$ cat src/rtl/hpx_pkg.sv
package hpx_pkg;
   localparam int unsigned HPX_DATA_W = 16;
   localparam int unsigned HPX_ADDR_W = 7;
   localparam int unsigned HPX_CMD_W  = 8;

   typedef enum logic [1:0] {
      ST_IDLE = 2'd0,
      ST_REQ  = 2'd1,
      ST_WAIT = 2'd2
   } hpx_state_e;

   typedef enum logic {
      OP_WR = 1'b0,
      OP_RD = 1'b1
   } hpx_op_e;
endpackage

$ cat src/rtl/hpx_int_sync.sv
module hpx_int_sync #(
   parameter int unsigned STAGES = 2
) (
   input  logic clk,
   input  logic rst_n,
   input  logic line_n,
   output logic asserted_o
);
   generate
      if (STAGES < 2) begin : g_bad_stages
         $error("hpx_int_sync: STAGES must be at least 2");
      end
   endgenerate

   logic [STAGES-1:0] chain;

   always_ff @(posedge clk or negedge rst_n) begin
      if (!rst_n) chain <= '1;
      else        chain <= {chain[STAGES-2:0], line_n};
   end

   assign asserted_o = ~chain[STAGES-1];
endmodule

$ cat src/rtl/hpx_out_track.sv
module hpx_out_track #(
   parameter int unsigned OUT_W = 16
) (
   input  logic             clk,
   input  logic             rst_n,
   input  logic [OUT_W-1:0] cur_i,
   input  logic             launch_i,
   output logic [OUT_W-1:0] snap_o,
   output logic             dirty_o
);
   logic [OUT_W-1:0] snap_q;

   always_ff @(posedge clk or negedge rst_n) begin
      if (!rst_n)        snap_q <= '0;
      else if (launch_i) snap_q <= cur_i;
   end

   assign snap_o  = snap_q;
   assign dirty_o = (cur_i != snap_q);
endmodule

$ cat src/rtl/hpx_txn_ctl.sv
module hpx_txn_ctl
   import hpx_pkg::*;
#(
   parameter int unsigned   OUT_W    = 16,
   parameter int unsigned   IN_W     = 16,
   parameter logic [6:0]    DEV_ADDR = 7'h20,
   parameter logic [7:0]    WR_CMD   = 8'h02,
   parameter logic [7:0]    RD_CMD   = 8'h00
) (
   input  logic                  clk,
   input  logic                  rst_n,
   input  logic                  cfg_done,
   input  logic                  wr_dirty,
   input  logic                  rd_irq,
   input  logic [OUT_W-1:0]      snap,
   output logic                  launch_wr,
   output logic [IN_W-1:0]       sts_o,
   output logic                  err_o,
   output logic                  req_valid,
   input  logic                  req_ack,
   output logic [HPX_ADDR_W-1:0] req_addr,
   output logic                  req_rd,
   output logic [HPX_CMD_W-1:0]  req_cmd,
   output logic [HPX_DATA_W-1:0] req_wdata,
   input  logic                  rsp_done,
   input  logic                  rsp_err,
   input  logic [HPX_DATA_W-1:0] rsp_rdata
);
   hpx_state_e      state;
   hpx_op_e         op;
   logic            retried;
   logic            cfg_seen;
   logic            init_wr;
   logic            init_rd;
   logic [IN_W-1:0] sts_q;
   logic            err_q;
   logic            start_wr;
   logic            start_rd;

   assign start_wr = (state == ST_IDLE) && cfg_seen && (wr_dirty || init_wr);
   assign start_rd = (state == ST_IDLE) && cfg_seen && !start_wr && (rd_irq || init_rd);

   always_ff @(posedge clk or negedge rst_n) begin
      if (!rst_n) begin
         state    <= ST_IDLE;
         op       <= OP_WR;
         retried  <= 1'b0;
         cfg_seen <= 1'b0;
         init_wr  <= 1'b1;
         init_rd  <= 1'b1;
         sts_q    <= '0;
         err_q    <= 1'b0;
      end else begin
         cfg_seen <= cfg_seen | cfg_done;
         case (state)
            ST_IDLE: begin
               if (start_wr) begin
                  op    <= OP_WR;
                  state <= ST_REQ;
               end else if (start_rd) begin
                  op    <= OP_RD;
                  state <= ST_REQ;
               end
            end
            ST_REQ: begin
               if (req_ack) state <= ST_WAIT;
            end
            ST_WAIT: begin
               if (rsp_done) begin
                  if (rsp_err) err_q <= 1'b1;
                  if (rsp_err && !retried) begin
                     retried <= 1'b1;
                     state   <= ST_REQ;
                  end else begin
                     retried <= 1'b0;
                     state   <= ST_IDLE;
                     if (op == OP_WR) init_wr <= 1'b0;
                     else             init_rd <= 1'b0;
                     if (op == OP_RD && !rsp_err) sts_q <= rsp_rdata[IN_W-1:0];
                  end
               end
            end
            default: state <= ST_IDLE;
         endcase
      end
   end

   assign launch_wr = start_wr;
   assign req_valid = (state == ST_REQ);
   assign req_rd    = (op == OP_RD);
   assign req_cmd   = (op == OP_RD) ? RD_CMD : WR_CMD;
   assign req_addr  = DEV_ADDR;
   assign sts_o     = sts_q;
   assign err_o     = err_q;

   generate
      if (OUT_W == HPX_DATA_W) begin : g_wd_full
         assign req_wdata = snap;
      end else begin : g_wd_ext
         assign req_wdata = {{(HPX_DATA_W-OUT_W){1'b0}}, snap};
      end
      if (IN_W < HPX_DATA_W) begin : g_rd_part
         logic unused_rd_hi;
         assign unused_rd_hi = ^rsp_rdata[HPX_DATA_W-1:IN_W];
      end
   endgenerate
endmodule

$ cat src/rtl/hpx_sync.sv
module hpx_sync
   import hpx_pkg::*;
#(
   parameter int unsigned OUT_W       = 16,
   parameter int unsigned IN_W        = 16,
   parameter int unsigned SYNC_STAGES = 2,
   parameter logic [6:0]  DEV_ADDR    = 7'h20,
   parameter logic [7:0]  WR_CMD      = 8'h02,
   parameter logic [7:0]  RD_CMD      = 8'h00
) (
   input  logic             clk,
   input  logic             rst_n,
   input  logic             cfg_done,
   input  logic [OUT_W-1:0] hp_ctl,
   input  logic             exp_int_n,
   output logic [IN_W-1:0]  hp_sts,
   output logic             err_sticky,
   output logic             req_valid,
   input  logic             req_ack,
   output logic [6:0]       req_addr,
   output logic             req_rd,
   output logic [7:0]       req_cmd,
   output logic [15:0]      req_wdata,
   input  logic             rsp_done,
   input  logic             rsp_err,
   input  logic [15:0]      rsp_rdata
);
   generate
      if (OUT_W < 1 || OUT_W > HPX_DATA_W) begin : g_bad_out
         $error("hpx_sync: OUT_W must be 1..16");
      end
      if (IN_W < 1 || IN_W > HPX_DATA_W) begin : g_bad_in
         $error("hpx_sync: IN_W must be 1..16");
      end
   endgenerate

   logic             irq_level;
   logic             launch_wr;
   logic [OUT_W-1:0] snap;
   logic             wr_dirty;

   hpx_int_sync #(.STAGES(SYNC_STAGES)) u_isync (
      .clk        (clk),
      .rst_n      (rst_n),
      .line_n     (exp_int_n),
      .asserted_o (irq_level)
   );

   hpx_out_track #(.OUT_W(OUT_W)) u_otrk (
      .clk      (clk),
      .rst_n    (rst_n),
      .cur_i    (hp_ctl),
      .launch_i (launch_wr),
      .snap_o   (snap),
      .dirty_o  (wr_dirty)
   );

   hpx_txn_ctl #(
      .OUT_W    (OUT_W),
      .IN_W     (IN_W),
      .DEV_ADDR (DEV_ADDR),
      .WR_CMD   (WR_CMD),
      .RD_CMD   (RD_CMD)
   ) u_ctl (
      .clk       (clk),
      .rst_n     (rst_n),
      .cfg_done  (cfg_done),
      .wr_dirty  (wr_dirty),
      .rd_irq    (irq_level),
      .snap      (snap),
      .launch_wr (launch_wr),
      .sts_o     (hp_sts),
      .err_o     (err_sticky),
      .req_valid (req_valid),
      .req_ack   (req_ack),
      .req_addr  (req_addr),
      .req_rd    (req_rd),
      .req_cmd   (req_cmd),
      .req_wdata (req_wdata),
      .rsp_done  (rsp_done),
      .rsp_err   (rsp_err),
      .rsp_rdata (rsp_rdata)
   );
endmodule

$ cat config.mk
export PLATFORM = sky130hd
export DESIGN_NAME = hpx_sync
export DESIGN_NICKNAME = d
export VERILOG_FILES = /design/src/rtl/hpx_pkg.sv /design/src/rtl/hpx_int_sync.sv /design/src/rtl/hpx_out_track.sv /design/src/rtl/hpx_txn_ctl.sv /design/src/rtl/hpx_sync.sv
export SDC_FILE = /design/constraint.sdc
export NUM_CORES = 1
export LEC_CHECK = 0
export ABC_AREA = 1
export CAP_MARGIN = 20
export CORE_UTILIZATION = 45
export CTS_BUF_LIST = sky130_fd_sc_hd__clkbuf_16
export DETAILED_ROUTE_END_ITERATION = 16
export GPL_TIMING_DRIVEN = 0
export PLACE_DENSITY = 0.94
export SLEW_MARGIN = 5
export SYNTH_ARGS = -nofsm -noshare
export SYNTH_HDL_FRONTEND = slang
export SYNTH_HIERARCHICAL = 1
export SYNTH_SLANG_ARGS = --single-unit
$ cat constraint.sdc
create_clock -name clk -period 2.45 [get_ports clk]
set_input_delay 0.3675 -clock clk [delete_from_list [all_inputs] [get_ports clk]]
set_output_delay 0.3675 -clock clk [all_outputs]
set_load 0.01 [all_outputs]
== After elaboration in Yosys (flattened, before gate mapping) ==
Cells that the tools add are included.

* Bits in registers: 42
* Input port bits: 39
* Output and inout port bits: 50
* Word-level logic and storage cells: 50

* Equality and inequality tests: 6
* Multiplexer cells: 10
* Bitwise operators: 4
* Reduce and logical (&&, ||, !) cells: 20

{| class="wikitable"
|+ Operators with widths
! operator !! count
|-
| $ne 16x16->1 || 1
|-
| $reduce_and 4->1 || 3
|-
| $mux 2 || 5
|-
| $logic_and 1x1->1 || 6
|-
| $pmux 2 s3 || 1
|-
| $reduce_and 3->1 || 2
|-
| $mux 1 || 4
|-
| $reduce_and 2->1 || 2
|-
| $logic_not 1->1 || 3
|-
| $ne 3x1->1 const B || 1
|-
| $not 1->1 || 3
|-
| $eq 2x1->1 const B || 1
|-
| $eq 2x2->1 const B || 1
|-
| $logic_not 2->1 || 1
|-
| $logic_or 1x1->1 || 2
|-
| $ne 2x1->1 const B || 1
|-
| $ne 2x2->1 const B || 1
|-
| $reduce_bool 2->1 || 1
|-
| $or 1x1->1 || 1
|}

== Depth between registers and ports, before layout ==
* Depth in word-level cells: 9
* Depth in mapped cells: 12

== By module ==
Netlist, hierarchy kept.

{| class="wikitable"
|+ By module, submodules not included
! module !! times used !! cells each !! area each (um^2) !! sequential area each (um^2)
|-
| hpx_txn_ctl || 1 || 145 || 1,249.9 || 603.1
|-
| hpx_out_track || 1 || 146 || 912.1 || 400.4
|-
| hpx_int_sync || 1 || 3 || 56.3 || 52.6
|}

== Worst setup path after synthesis ==
OpenSTA, ideal clock, no wires.

* Path kind: reg-to-reg
* Start: register u_otrk.snap_q[2], in the netlist u_otrk/snap_o[2]
* End: register u_otrk.snap_q[10], in the netlist u_otrk/snap_o[10]
* Arrival time: 1.230 ns
* Slack: 1.093 ns
* Stages on the path, launching flop included: 12
* Path buffers: 1
* Clock period less this slack: 1.357 ns
* Cell sequence: dfrtp_1 > inv_1 > nand2_1 > nand2_1 > nor2_1 > nand2_1 > nor2_1 > nand2_1 > nor2_1 > nor2_1 > buf_2 > o21ai_0

* Word-level cells in the longest chain between the ends: 3

{| class="wikitable"
|+ RTL lines
! item !! RTL line !! source
|-
| start, declared || hpx_out_track.sv:11 || <nowiki>logic [OUT_W-1:0] snap_q;</nowiki>
|-
| start signal, assigned || hpx_out_track.sv:15 || <nowiki>else if (launch_i) snap_q <= cur_i;</nowiki>
|-
| $ne 16x16->1 || hpx_out_track.sv:19 || <nowiki>assign dirty_o = (cur_i != snap_q);</nowiki>
|-
| net wr_dirty || hpx_sync.sv:40 || <nowiki>logic wr_dirty;</nowiki>
|-
| $logic_or 1x1->1 || hpx_txn_ctl.sv:40 || <nowiki>assign start_wr = (state == ST_IDLE) && cfg_seen && (wr_dirty || init_wr);</nowiki>
|-
| $logic_and 1x1->1 || hpx_txn_ctl.sv:40 ||
|-
| net launch_wr || hpx_sync.sv:38 || <nowiki>logic launch_wr;</nowiki>
|}

The timed path passes the listed nets, and every way through them passes these cells.
A chain may end at the register's enable or synchronous reset.

== Worst setup path after layout ==
* Start: input port hp_ctl[12]
* End: register u_otrk.snap_q[0], in the netlist u_otrk/snap_o[0]

* Word-level cells in the longest chain between the ends: 3

{| class="wikitable"
|+ RTL lines
! item !! RTL line !! source
|-
| start, declared || hpx_sync.sv:14 || <nowiki>input logic [OUT_W-1:0] hp_ctl,</nowiki>
|-
| $ne 16x16->1 || hpx_out_track.sv:19 ||
|-
| net wr_dirty || hpx_sync.sv:40 ||
|-
| $logic_or 1x1->1 || hpx_txn_ctl.sv:40 ||
|-
| $logic_and 1x1->1 || hpx_txn_ctl.sv:40 ||
|-
| net launch_wr || hpx_sync.sv:38 ||
|}

The timed path passes the listed nets, and every way through them passes these cells.

==> impl_metrics.yaml <==
status:
  status: "complete, but fails checks"
  violations: "DRC"
setup_path:
  r2r-start: "u_otrk/snap_o[12]"
  r2r-end: "u_otrk/snap_o[0]"
  path_class: "in2reg"
  r2r.worst_path.cells: 11
  cp.required_ns: 2.59
  end_kind: "flip-flop"
  reg2reg_slack_ns: 0.75
  path_max_fanout: 10
  start_kind: "input pin"
  worstPathArrival_ns: 2.07
logic_synthesis:
  avgSynthCellArea_um2: 7.55
  synth_top_area_share_pct: 42.9
  synthTopCellsByArea: "dfrtp_1 (43%), nand2_1 (19%), buf_4 (10%)"
  synth_area_mm2: 0.00222
  synth-seq-cells: 42
  ys_seq_area_share_pct: 47.6
  synth.distinct_cells: 22
  synth_top_cell_by_area: "dfrtp_1"
  syn_inst: 294
  yosysWarnings: 6
final_layout:
  drive_gt1_share_pct: 14.4
  ff_latch_area_mm2: 0.00106
  nFillCells: 383
  synthToLayoutAreaGrowth_pct: 46.6
  mostFrequentLayoutCells: "nand2_1 (111), clkdlybuf4s50_1 (73), inv_1 (41), dfrtp_1 (38), buf_4 (30)"
  n_antenna_cell: 0
  final_nets: 427
  multiInputGateArea_um2: 774
  final_common_cell: "nand2_1"
  finalInstanceArea_mm2: 0.00325
power_and_ir_drop:
  p_leak_nw: 1.71
  powerDensity_mw_per_mm2: 1080
  irDropWorstVdd_v: 0.000609
place:
  place_congestion: 0.749
  dp_hpwl_mm: 3.87
  port_buffers: 74
  postPlaceCellArea_mm2: 0.00311
  preCtsSetupSlack_ns: 0.247
sta:
  min_period_ns: 1.93
  setup_viol: 0
  report.final.slew_viol_count: 0
  finalHoldViolations: 0
  final.period_utilization_pct: 78.9
  postLayoutSetupSlackWorst_ns: 0.518
  rsz0062_at_grt: "no"
  finClkSkew_ns: 0.00525
  fmaxAchievable_mhz: 518
hold_path:
  holdCritPathClass: "in2async"
routing:
  viasPerCell: 4.46
  drc_errors: 2
  dr.pass1.iters: 10
  wl_mm: 4.96
  postRouteAntennaNets: 0
  via_count: 2032
  routedWlPerCell_um: 10.9
  first_iter_violations: 99
floorplanning:
  coreArea_mm2: 0.00472
  dieHeight_um: 72.2
  num_io_pins: 89
  initial_utilization_pct: 47.0
  dieArea_mm2: 0.00521
  die_x_um: 72.2
  fp-row-count: 25
global_route:
  grt_overflow_total: 0
  grt_pass1_wl_mm: 8.30
  antenna_found_initial: 0
  grt_usage_pct: 20.7
  grt_pass1_vias: 1941
  grt_max_degree: 26
clocking:
  clk_latency_ns: 0.28
  clock_sinks: 42
  cts_resized: 0
  clockBufferDepth: 2
  htreeDepth: 2
  cts_tree: "built"
  cts.clk_slew.worst_paths_ns: 0.06
  root_buffer: "clkbuf_16"
  cts_hold_buffers: 0
  post_cts_buffers: 0
  cts_buffers: 5
run:
  cap_viol_max_count: 0
-- metal layers --
layer,global-route usage [%],vias to the layer above,share of wire (%)
li1,-,1028,-
met1,22.5,922,40
met2,39.1,78,51
met3,6.53,4,7.9
met4,4.58,0,0.71
met5,0,-,0
-- worst max-delay path by stage --
stage | start | to | slack [ns] | depth (start not counted)
finish | hp_ctl[12] | u_otrk/snap_o[0] | 0.52 | 13
global route | hp_ctl[3] | u_otrk/snap_o[11] | 0.30 | 12
CTS | hp_ctl[3] | u_otrk/snap_o[0] | 0.52 | 13
detailed placement | hp_ctl[3] | u_otrk/snap_o[0] | 0.25 | 13
global placement | rst_n | u_ctl/sts_o[3] | -0.05 | 1
floorplan | u_otrk/snap_o[2] | u_otrk/snap_o[10] | 1.09 | 11
-- critical path, stage by stage --
cell             delay (ns)
clkdlybuf4s50_1        0.51
inv_1                  0.05
nand2_1                0.06
nand2_1                0.06
nor2_1                 0.12
nand2_1                0.07
nor2_1                 0.13
nand2_1                0.07
nor2_1                 0.13
nor2_1                 0.12
buf_2                  0.20
nand2_1                0.09
o21ai_0                0.10
-- flip-flops by register name (all words and copies together) (netlist names) --
signal	flops
u_ctl/sts_o	16
u_otrk/snap_o	16
u_ctl/state	2
u_isync/chain	2
u_ctl/cfg_seen	1
u_ctl/err_o	1
u_ctl/init_rd	1
u_ctl/init_wr	1
u_ctl/req_rd	1
u_ctl/retried	1
-- power breakdown --
group | switching [mW] | leakage (nW) | internal (mW)
logic | 0.801 | 1.12 | 0.911
registers | 0.189 | 0.515 | 0.986
clock network | 0.259 | 0.0750 | 0.373
-- cells by family (layout without fill, tap and decap cells) --
logic type	after synthesis	count (layout)	synth area share, %
flip-flops	42	42	47.6
AND/OR/NAND/NOR	135	135	23.8
other	2	14	0.339
buffers and inverters	78	161	19.5
AO/OA/AOI/OAI	37	37	8.74
-- cells in the mapped netlist --
| library cell | count |
|---|---|
| nor2_1 | 18 |
| dfstp_2 | 4 |
| o21ai_1 | 7 |
| buf_6 | 3 |
| inv_1 | 40 |
| nor2_4 | 1 |
| inv_2 | 1 |
| or2_2 | 1 |
| nand2_1 | 111 |
| buf_2 | 3 |
| nand2_2 | 1 |
| a21oi_1 | 2 |
| conb_1 | 2 |
| dfrtp_1 | 38 |
| a21boi_0 | 1 |
| nand3_1 | 2 |
| o21ai_2 | 1 |
| nand3_2 | 1 |
| buf_4 | 30 |
| o21bai_1 | 1 |
| o21ai_0 | 25 |
| clkbuf_2 | 1 |
-- per-stage QoR --
step                      util [%]  power, mW  hold WS [ns]  cells  TNS [ns]
after global placement        65.4       2.81         0.347    447     -1.99
after floorplan                  -       2.08        0.0719    306         0
final                         68.9       3.52        0.0408    456         0
after global routing          68.9       3.78        0.0638    456         0
after CTS                     68.9       3.54        0.0561    456         0
after detailed placement      65.9       2.90         0.351    448         0
-- area by class of cell --
cell class,count,share of cell area (%)
plain buffers,37,8.58
clock buffers,5,3.85
clock inverters,3,0.538
inverters,41,4.73
multi-input cells,186,23.8
flip-flops and latches,42,32.5
well taps,67,2.58
repair buffers,75,23.5
No activity file was read; power rests on OpenSTA's default activity.
